==> config.mk <==
export PLATFORM = sky130hd
export DESIGN_NAME = bsdp_engine
export DESIGN_NICKNAME = d
export VERILOG_FILES = /design/src/rtl/bsdp_pkg.sv /design/src/rtl/bsdp_weight_bank.sv /design/src/rtl/bsdp_lane_xnor.sv /design/src/rtl/bsdp_plane_sum.sv /design/src/rtl/bsdp_sequencer.sv /design/src/rtl/bsdp_engine.sv
export SDC_FILE = /design/constraint.sdc
export NUM_CORES = 1
export LEC_CHECK = 0
export ABC_AREA = 1
export BUFFER_PORTS_ARGS = -buffer_cell sky130_fd_sc_hd__buf_2
export CAP_MARGIN = 20
export CORE_MARGIN = 2
export CORE_UTILIZATION = 50
export DETAILED_ROUTE_END_ITERATION = 10
export MAX_ROUTING_LAYER = met4
export PLACE_DENSITY = 0.66
export SLEW_MARGIN = 5
export SYNTH_ARGS = -nofsm -noshare
export SYNTH_HDL_FRONTEND = slang
export SYNTH_SLANG_ARGS = --single-unit
==> constraint.sdc <==
create_clock -name clk -period 13.9 [get_ports clk]
set_clock_uncertainty 0.05 [all_clocks]
set_input_delay 0.695 -clock clk [delete_from_list [all_inputs] [get_ports clk]]
set_output_delay 0.695 -clock clk [all_outputs]
set_load 0.01 [all_outputs]
==> src/rtl/bsdp_pkg.sv <==
package bsdp_pkg;
   // Largest precision the engine may be built for.
   localparam int BSDP_PREC_CEIL = 16;

   // Accumulator width: sign + full product magnitude + lane growth + margin.
   function automatic int acc_width(input int lanes, input int maxp);
      return 2 * maxp + $clog2(lanes) + 2;
   endfunction
endpackage

==> src/rtl/bsdp_weight_bank.sv <==
module bsdp_weight_bank #(
   parameter int LANES = 8,
   parameter int MAXP  = 16,
   parameter int AW    = 3
) (
   input  logic                        clk,
   input  logic                        rst_n,
   input  logic                        wr_ok,
   input  logic [AW-1:0]               wr_addr,
   input  logic [MAXP-1:0]             wr_data,
   output logic [LANES-1:0][MAXP-1:0]  wts
);
   for (genvar g = 0; g < LANES; g++) begin : g_lane
      always_ff @(posedge clk or negedge rst_n) begin
         if (!rst_n) begin
            wts[g] <= '0;
         end else if (wr_ok && (wr_addr == AW'(g))) begin
            wts[g] <= wr_data;
         end
      end
   end
endmodule

==> src/rtl/bsdp_lane_xnor.sv <==
module bsdp_lane_xnor #(
   parameter int MAXP = 16
) (
   input  logic [MAXP-1:0] w,
   input  logic            x,
   input  logic [MAXP-1:0] mask,
   output logic [MAXP-1:0] agree
);
   // A set bit marks a +1 product; masked planes contribute nothing here
   // and are also excluded from the bias in the plane summer.
   assign agree = ~(w ^ {MAXP{x}}) & mask;
endmodule

==> src/rtl/bsdp_plane_sum.sv <==
module bsdp_plane_sum #(
   parameter int LANES = 8,
   parameter int MAXP  = 16,
   parameter int PW    = 5,
   parameter int SUM_W = 21
) (
   input  logic [LANES-1:0][MAXP-1:0] agree,
   input  logic [PW-1:0]              wp,
   output logic signed [SUM_W-1:0]    plane
);
   logic [SUM_W-1:0] pos_sum;
   logic [SUM_W-1:0] bias;

   // Sum of +/-1 terms weighted by 2^j equals 2*(agreeing weight) - (2^wp - 1),
   // per lane; the bias is shared over all lanes.
   always_comb begin
      pos_sum = '0;
      for (int l = 0; l < LANES; l++) begin
         pos_sum = pos_sum + SUM_W'(agree[l]);
      end
      bias  = SUM_W'(LANES) * ((SUM_W'(1) << wp) - SUM_W'(1));
      plane = $signed((pos_sum << 1) - bias);
   end
endmodule

==> src/rtl/bsdp_sequencer.sv <==
module bsdp_sequencer #(
   parameter int MAXP  = 16,
   parameter int PW    = 5,
   parameter int IW    = 4,
   parameter int SUM_W = 21,
   parameter int ACC_W = 37
) (
   input  logic                    clk,
   input  logic                    rst_n,
   input  logic                    start,
   input  logic [PW-1:0]           iprec,
   input  logic [PW-1:0]           wprec,
   input  logic signed [SUM_W-1:0] plane,
   output logic [PW-1:0]           wp_eff,
   output logic                    busy,
   output logic                    res_valid,
   output logic signed [ACC_W-1:0] acc
);
   logic [PW-1:0]           ip_req, wp_req, ip_q, wp_q;
   logic [IW-1:0]           idx_q, cur_idx;
   logic                    accept, last;
   logic signed [ACC_W-1:0] plane_x, term;

   always_comb begin
      ip_req = iprec;
      if (iprec == '0)               ip_req = PW'(1);
      else if (iprec > PW'(MAXP))    ip_req = PW'(MAXP);
      wp_req = wprec;
      if (wprec == '0)               wp_req = PW'(1);
      else if (wprec > PW'(MAXP))    wp_req = PW'(MAXP);

      accept  = start && !busy;
      cur_idx = busy ? idx_q : '0;
      wp_eff  = busy ? wp_q : wp_req;
      last    = busy ? (PW'(idx_q) == (ip_q - PW'(1))) : (ip_req == PW'(1));
      plane_x = ACC_W'(plane);
      term    = plane_x <<< cur_idx;
   end

   always_ff @(posedge clk or negedge rst_n) begin
      if (!rst_n) begin
         acc       <= '0;
         ip_q      <= PW'(1);
         wp_q      <= PW'(1);
         idx_q     <= '0;
         busy      <= 1'b0;
         res_valid <= 1'b0;
      end else begin
         res_valid <= 1'b0;
         if (accept) begin
            acc       <= term;
            ip_q      <= ip_req;
            wp_q      <= wp_req;
            idx_q     <= IW'(1);
            busy      <= !last;
            res_valid <= last;
         end else if (busy) begin
            acc   <= acc + term;
            idx_q <= idx_q + IW'(1);
            if (last) begin
               busy      <= 1'b0;
               res_valid <= 1'b1;
            end
         end
      end
   end
endmodule

==> src/rtl/bsdp_engine.sv <==
module bsdp_engine #(
   parameter int LANES = 8,
   parameter int MAXP  = 16,
   localparam int AW    = (LANES > 1) ? $clog2(LANES) : 1,
   localparam int PW    = $clog2(MAXP + 1),
   localparam int ACC_W = bsdp_pkg::acc_width(LANES, MAXP)
) (
   input  logic                    clk,
   input  logic                    rst_n,
   input  logic                    wr_en,
   input  logic [AW-1:0]           wr_addr,
   input  logic [MAXP-1:0]         wr_data,
   input  logic [PW-1:0]           wprec,
   input  logic [PW-1:0]           iprec,
   input  logic                    start,
   input  logic [LANES-1:0]        act_bits,
   output logic                    busy,
   output logic                    res_valid,
   output logic signed [ACC_W-1:0] result
);
   localparam int IW    = $clog2(MAXP);
   localparam int SUM_W = MAXP + $clog2(LANES) + 2;

   if ((LANES < 1) || (MAXP < 2) || (MAXP > bsdp_pkg::BSDP_PREC_CEIL)) begin : g_bad_cfg
      $error("bsdp_engine: LANES must be >= 1 and MAXP within 2..16");
   end

   logic [LANES-1:0][MAXP-1:0] wts;
   logic [LANES-1:0][MAXP-1:0] agree;
   logic [MAXP-1:0]            mask;
   logic [PW-1:0]              wp_eff;
   logic signed [SUM_W-1:0]    plane;
   logic                       wr_ok;

   assign wr_ok = wr_en && !busy && !start;

   for (genvar j = 0; j < MAXP; j++) begin : g_mask
      assign mask[j] = (PW'(j) < wp_eff);
   end

   bsdp_weight_bank #(.LANES(LANES), .MAXP(MAXP), .AW(AW)) u_bank (
      .clk     (clk),
      .rst_n   (rst_n),
      .wr_ok   (wr_ok),
      .wr_addr (wr_addr),
      .wr_data (wr_data),
      .wts     (wts)
   );

   for (genvar l = 0; l < LANES; l++) begin : g_cell
      bsdp_lane_xnor #(.MAXP(MAXP)) u_cell (
         .w     (wts[l]),
         .x     (act_bits[l]),
         .mask  (mask),
         .agree (agree[l])
      );
   end

   bsdp_plane_sum #(.LANES(LANES), .MAXP(MAXP), .PW(PW), .SUM_W(SUM_W)) u_sum (
      .agree (agree),
      .wp    (wp_eff),
      .plane (plane)
   );

   bsdp_sequencer #(.MAXP(MAXP), .PW(PW), .IW(IW), .SUM_W(SUM_W), .ACC_W(ACC_W)) u_seq (
      .clk       (clk),
      .rst_n     (rst_n),
      .start     (start),
      .iprec     (iprec),
      .wprec     (wprec),
      .plane     (plane),
      .wp_eff    (wp_eff),
      .busy      (busy),
      .res_valid (res_valid),
      .acc       (result)
   );
endmodule

# Word-level counts from Yosys, hierarchy flattened
# Index checks and enable logic that the tools add are counted.
[totals] reg_bits=181 latch_bits=0 mem_bits_rw=0 mem_bits_ro=0 input_bits=41 out_inout_bits=39 word_cells=114 mem_count=0
[op_classes] add_sub_neg=12 mul=0 div=0 magnitude_cmp=18 n_eq_ne=9 n_shift=2 muxes=17 bitwise_logic=24 reduce_logical=18
[op_table] operator="bitwise AND 16 bit" count=8
[op_table] operator="NOT 16 bit" count=8
[op_table] operator="XOR 16 bit" count=8
[op_table] operator="adder 20 x 16 -> 20 bit" count=6
[op_table] operator="2-to-1 mux 37 bit" count=2
[op_table] operator="less-than comparator 4 x 5 -> 1 bit (first input constant)" count=8
[op_table] operator="adder 37 bit" count=1
[op_table] operator="<<< shifter 21 x 4 -> 37 bit" count=1
[op_table] operator="2-to-1 mux 5 bit" count=5
[op_table] operator="subtractor 21 bit" count=1
[op_table] operator="less-than comparator 3 x 5 -> 1 bit (first input constant)" count=4
[op_table] operator="<< shifter 1 x 5 -> 18 bit (first input constant)" count=1
[op_table] operator="subtractor 18 x 2 -> 18 bit (second input constant)" count=1
[op_table] operator="adder 16 x 16 -> 17 bit" count=1
[op_table] operator="equality test 3 bit (second input constant)" count=4
[op_table] operator="2-to-1 mux 4 bit" count=3
[op_table] operator="logical AND 1 bit" count=11
[op_table] operator="greater-than comparator 5 bit (second input constant)" count=2
[op_table] operator="logical NOT 5 bit" count=2
[op_table] operator="less-than comparator 1 x 5 -> 1 bit (first input constant)" count=2
[op_table] operator="less-than comparator 2 x 5 -> 1 bit (first input constant)" count=2
[op_table] operator="2-to-1 mux 1 bit" count=7
[op_table] operator="equality test 3 x 2 -> 1 bit (second input constant)" count=2
[op_table] operator="equality test 4 x 5 -> 1 bit" count=1
[op_table] operator="other kinds (7)" count=9

# Depth between registers and ports, before layout
[depth] word_depth=18 depth_mapped=72 depth_no_buf=71

# Hierarchy
# Synthesis repeated with hierarchy kept, for this count alone.
[hier_totals] cells_unflattened=2822 area_unflattened_um2=18106.1
[by_module_without_submodules] module="bsdp_sequencer" instances=1 cells_per_inst=960 area_per_inst_um2=5831.8 seq_area_each_um2=1328.8
[by_module_without_submodules] module="bsdp_weight_bank" instances=1 cells_per_inst=579 area_per_inst_um2=5032.3 seq_area_each_um2=3203.1
[by_module_without_submodules] module="bsdp_plane_sum" instances=1 cells_per_inst=702 area_per_inst_um2=4848.4 seq_area_each_um2=0.0
[by_module_without_submodules] module="bsdp_lane_xnor" instances=8 cells_per_inst=68 area_per_inst_um2=279.0 seq_area_each_um2=0.0
[by_module_without_submodules] module="bsdp_engine" instances=1 cells_per_inst=37 area_per_inst_um2=161.4 seq_area_each_um2=0.0

# Worst setup path before layout
# No wires, ideal clock.
[synth_path] kind="in2reg" start="input wprec[4]" end="register u_seq.acc[36]" setup_time_ns=0.118 arrival_time_ns=9.739 t_required_ns=13.732 slack_ns=3.993 stages=69 path_buffers=1 path_cell_list="nor2_4 a21oi_2 buf_6 nor2_4 inv_2 nor2_1 inv_1 nor3_2 nor2_1 inv_2 nor2_1 ha_1 nand2_1 nor2_1 nand2_1 o211ai_1 a21oi_1 o21bai_1 [... 33 more ...] nand3_1 nand2_1 nand2_1 o21ai_0 ha_1 nand2_1 nor2_1 inv_1 nor2_1 inv_1 nor3_1 nand3_1 nand3_1 nor2_1 nor2_1 nand2_1 nand3_1 nand2_1"
[synth_between] elab_chain_len=18 elab_cells_between_ends=43 classes_between="add/sub (10); order compare (17); shift (2); mux (5); bitwise (8); reduce/logical (1)"
[synth_lines] element="start, declared" line_no="bsdp_engine.sv:13" rtl="input logic [PW-1:0] wprec,"
[synth_lines] element="greater-than comparator 5 bit" line_no="bsdp_sequencer.sv:30" rtl="else if (wprec > PW'(MAXP)) wp_req = PW'(MAXP);"
[synth_lines] element="2-to-1 mux 5 bit" line_no="bsdp_sequencer.sv:30"
[synth_lines] element="2-to-1 mux 5 bit (*)" line_no="bsdp_sequencer.sv:29" rtl="if (wprec == '0) wp_req = PW'(1);"
[synth_lines] element="2-to-1 mux 5 bit (*)" line_no="bsdp_sequencer.sv:34" rtl="wp_eff = busy ? wp_q : wp_req;"
[synth_lines] element="less-than comparator 1 x 5 -> 1 bit (tied with other cells)" line_no="bsdp_engine.sv:38" rtl="assign mask[j] = (PW'(j) < wp_eff);"
[synth_lines] element="bitwise AND 16 bit" line_no="bsdp_lane_xnor.sv:11" rtl="assign agree = ~(w ^ {MAXP{x}}) & mask;"
[synth_lines] element="adder 16 x 16 -> 17 bit" line_no="bsdp_plane_sum.sv:19" rtl="pos_sum = pos_sum + SUM_W'(agree[l]);"
[synth_lines] element="adder 20 x 16 -> 20 bit (6 in series)" line_no="bsdp_plane_sum.sv:19"
[synth_lines] element="subtractor 21 bit (*)" line_no="bsdp_plane_sum.sv:22" rtl="plane = $signed((pos_sum << 1) - bias);"
[synth_lines] element="<<< shifter 21 x 4 -> 37 bit (*)" line_no="bsdp_sequencer.sv:37" rtl="term = plane_x <<< cur_idx;"
[synth_lines] element="adder 37 bit" line_no="bsdp_sequencer.sv:58" rtl="acc <= acc + term;"
[synth_lines] element="2-to-1 mux 37 bit" line_no="bsdp_sequencer.sv:57" rtl="end else if (busy) begin"
[synth_lines] element="2-to-1 mux 37 bit (*)" line_no="bsdp_sequencer.sv:50" rtl="if (accept) begin"
[synth_lines] element="end signal, assigned" line_no="bsdp_sequencer.sv:51" rtl="acc <= term;"
[synth_lines] element="end signal, assigned" line_no="bsdp_sequencer.sv:58"
[synth_lines] element="end, declared" line_no="bsdp_sequencer.sv:17" rtl="output logic signed [ACC_W-1:0] acc"
# Mark *: on every way between the ends. The rest lies on a longest branch, timed or not. The select of a mux whose other input is x is not followed.
# A chain may end at the register's enable or synchronous reset.

# Final worst setup path
[layout_path] start="register u_seq.busy" end="register u_seq.acc[34]"
[layout_between] elab_chain_len=15 elab_cells_between_ends=43 classes_between="add/sub (10); order compare (16); shift (2); mux (4); bitwise (8); reduce/logical (3)"
[layout_lines] element="start, declared" line_no="bsdp_sequencer.sv:15" rtl="output logic busy,"
[layout_lines] element="start signal, assigned" line_no="bsdp_sequencer.sv:55" rtl="busy <= !last;"
[layout_lines] element="2-to-1 mux 5 bit" line_no="bsdp_sequencer.sv:34"
[layout_lines] element="less-than comparator 1 x 5 -> 1 bit (tied with other cells)" line_no="bsdp_engine.sv:38"
[layout_lines] element="bitwise AND 16 bit" line_no="bsdp_lane_xnor.sv:11"
[layout_lines] element="adder 16 x 16 -> 17 bit" line_no="bsdp_plane_sum.sv:19"
[layout_lines] element="adder 20 x 16 -> 20 bit (6 in series)" line_no="bsdp_plane_sum.sv:19"
[layout_lines] element="subtractor 21 bit" line_no="bsdp_plane_sum.sv:22"
[layout_lines] element="<<< shifter 21 x 4 -> 37 bit" line_no="bsdp_sequencer.sv:37"
[layout_lines] element="adder 37 bit" line_no="bsdp_sequencer.sv:58"
[layout_lines] element="2-to-1 mux 37 bit" line_no="bsdp_sequencer.sv:57"
[layout_lines] element="2-to-1 mux 37 bit" line_no="bsdp_sequencer.sv:50"
# Several ways; a longest one is shown, not always the timed one. The select of a mux whose other input is x is not followed.

==> summary.txt <==
Floorplan
  – I/O pins: 80
  – Die Y: about 190 µm
  – Die width: around 190 µm
  – Full die area: about 36000 µm²
  – Core area: around 34000 µm²
  – Floorplan row count: 67
  – Initial Util: 0.510

Clock network
  – CTS buffer count: 17
  – CTS tree: done
  – Root Buffer: clkbuf_16
  – Hold Buf Count CTS: 0
  – Sink Count: 180
  – Longest Clk Path Bufs: 2
  – Clk pin slew, worst setup/hold paths: about 0.070 ns
  – Clk Latency, worst-skew pair: 0.48 ns
  – Post_cts resized: 0
  – H-tree depth: 4
  – Post-CTS setup buffer count: 0

Final layout
  – Area delta synth->final: 8.14%
  – Final Util: 0.551
  – Total Nets Final: between 2000 and 3000
  – Share of layout cells above drive strength 1: 0.0713
  – Diodes inserted: 0

Synthesis
  – Synth Area in XOR/XNOR: 0.0746
  – Area leader, netlist: dfrtp_1
  – Most common cell in the netlist: nand2_1
  – Adder-Cell Fraction of Synth Area: 0.165
  – EDFF count, synth: 0
  – Ys async rst share: 1.00
  – Syn Inst Count: between 2000 and 2500
  – Mapped Nets: around 2600
  – Post-synth top flop: dfrtp_1
  – Mux contribution to synthesized area: 0
  – Largest cells by area after synthesis: dfrtp_1 26%, nand2_1 13%, fa_1 9.5%
  – Distinct cells, synth: slightly below 60
  – Post-Syn Area per Cell: ~7.0 µm²
  – YS warnings: 0
  – Yosys top cell area share: 0.260
  – Yosys reg bits: 180
  – Mapped cell area: approximately 17000 µm²
  – Largest family of logic cells by synthesized area: simple AND/OR/NAND/NOR gates
  – Complex-gate fraction of the synthesized area: 0.144
  – Synth cell count leaders: 584 x nand2_1, 361 x inv_1, 231 x o21ai_0, 187 x nor2_1, 185 x nand3_1
  – Post-synthesis simple-gate area fraction: 0.253
  – Register area share after synthesis: 0.263

Worst setup path
  – Data required, critical path: 14.26 ns
  – Most frequent CP cell: inv_1
  – Critical path's top delay family: simple AND/OR/NAND/NOR gates
  – CP arrival: approximately 13 ns
  – CP Class: register to register
  – CP endpoint kind: register
  – Crit path launch type: register
  – Critical path's largest stage delay: approximately 0.6 ns
  – Crit path buffers/inverters: 12
  – CP Max Fanout: 16
  – Slowest CP cell: dfrtp_1

Timing
  – Setup-failing EPs final: 0
  – Final period util: 0.908
  – Pin slew with the least headroom to its limit: approximately 1.0 ns
  – F_max: 0.0792 GHz
  – Worst hold margin: 0.146 ns
  – Max-slew violation count: 0
  – Setup TNS: 0 ns
  – Final min period: around 13 ns
  – Final hold vios: 0
  – RSZ-0062 raised after global routing: false
  – Slew margin rel.: 0.316

Run
  – Max-Cap Viols: 0

Placed design
  – RePlAce Congestion: between 1 and 1.5
  – Final HPWL DP: around 43000 µm
  – Number of buffers added on ports: between 70 and 80

Global route
  – Global-route wire length before repair: about 89000 µm
  – GRT Total Usage: 0.331
  – GRT met3 Usage: 0.0504
  – Met1 Use GR: 0.437
  – Vias in the first global route: roughly 16000
  – GRT busiest layer: met2
  – GR Overflow Total: 0
  – Met2 usage: 0.525
  – Initial antenna violation count: 0
  – Largest net degree at the start of global routing: 66

Routing
  – Antenna viol nets, final: 0
  – Detailed-router iteration count before antenna repair: 6
  – Routed length per instance: ~19 µm
  – Final wirelength: between 50000 and 60000 µm
  – Initial DRC Count: between 1000 and 1500
  – DR vias: between 15000 and 20000
  – DRC Markers: 0
  – Vias per inst: ~5.6

Min path
  – Tightest Hold Check Type: input port to async pin

Run status
  – Outcome: finished, final reports clean
cell families after synthesis:
logic type	count (synthesis)
simple gates	1033
buf+inv	448
compound gates	446
flops	180
fa+ha+maj	177
xor+xnor	146
other cells	1
path summary, 6_finish.rpt:
kind	slack, ns	endpoint	from	cells after the start
min in group clk	0.41	u_bank.wts[94]	wr_data[14]	3
hold / removal	0.15	u_bank.wts[98]	rst_n	1
hold reg to reg	0.45	u_seq.ip_q[0]	u_seq.ip_q[0]	2
setup / recovery	1.27	u_seq.acc[34]	u_seq.busy	59
max in group asynchronous	12.37	u_bank.wts[47]	rst_n	2
setup reg to reg	1.27	u_seq.acc[34]	u_seq.busy	59
sequential cells by signal, summed over array words and instances (netlist names):
register,cells
u_bank.wts,128
u_seq.acc,36
u_seq.ip_q,5
u_seq.wp_q,5
u_seq.idx_q,4
u_seq.busy,1
u_seq.res_valid,1
layer usage:
metal / part of all wire / wire length (µm)
met1: 0.45 / 24800
met2: 0.46 / 25300
met3: 0.063 / 3470
met4: 0.029 / 1610
met5: 0 / 0
placed cells by master, fill, tap and decap left out, types with 5 or more instances in the layout:
master     netlist  layout
nand2_1        584     584
buf_2           11      77
nand2_2          7       7
a21o_1          11      11
o21ai_1          6       6
inv_1          361     361
ha_1            96      96
inv_2            8       8
nand4_1         16      16
buf_4            2      18
o21ai_0        231     231
xor2_1          86      86
nor2_1         187     186
a21oi_1        124     124
nor2_2           4       5
dfrtp_1        178     178
or2_2            6       6
o211ai_1        11      11
o21bai_1        11      11
clkbuf_16        0      17
nand3_1        185     185
and2_1           7       7
xnor2_1         60      60
a31oi_1         14      14
fa_1            81      81
nor3_1          19      17
worst register-to-register path: cells and delay by family, from the launching register on:
kind / cells / cell delay (ns)
xor gates and xnor gates: 2 / 0.31
DFF: 1 / 0.60
buffers and inverters: 12 / 1.45
adders and majority gates: 8 / 3.54
AOI/OAI and AO/OA: 7 / 1.95
and+or+nand+nor: 30 / 4.68
through the flow:
step | area, µm² | setup slack, ns | std cells
floorplan | 17100 | 3.99 | 2431
global placement | 17900 | 1.45 | 2899
detailed placement | 17900 | 1.46 | 2899
CTS | 18500 | 1.41 | 2931
global route | 18500 | 0.160 | 2931
finish | 18500 | 1.27 | 2931
cell type report:
cell class	count	area (µm²)
clock inverters	13	165
fillers	3278	15100
flip-flops and latches	180	4510
inverters	372	1400
clock buffers	19	443
multi-input cells	1803	10900
repair buffers	96	534
well taps	448	561
Power is not shown: default switching activity piles up to over one toggle a cycle in this logic, so the estimate is an artifact.
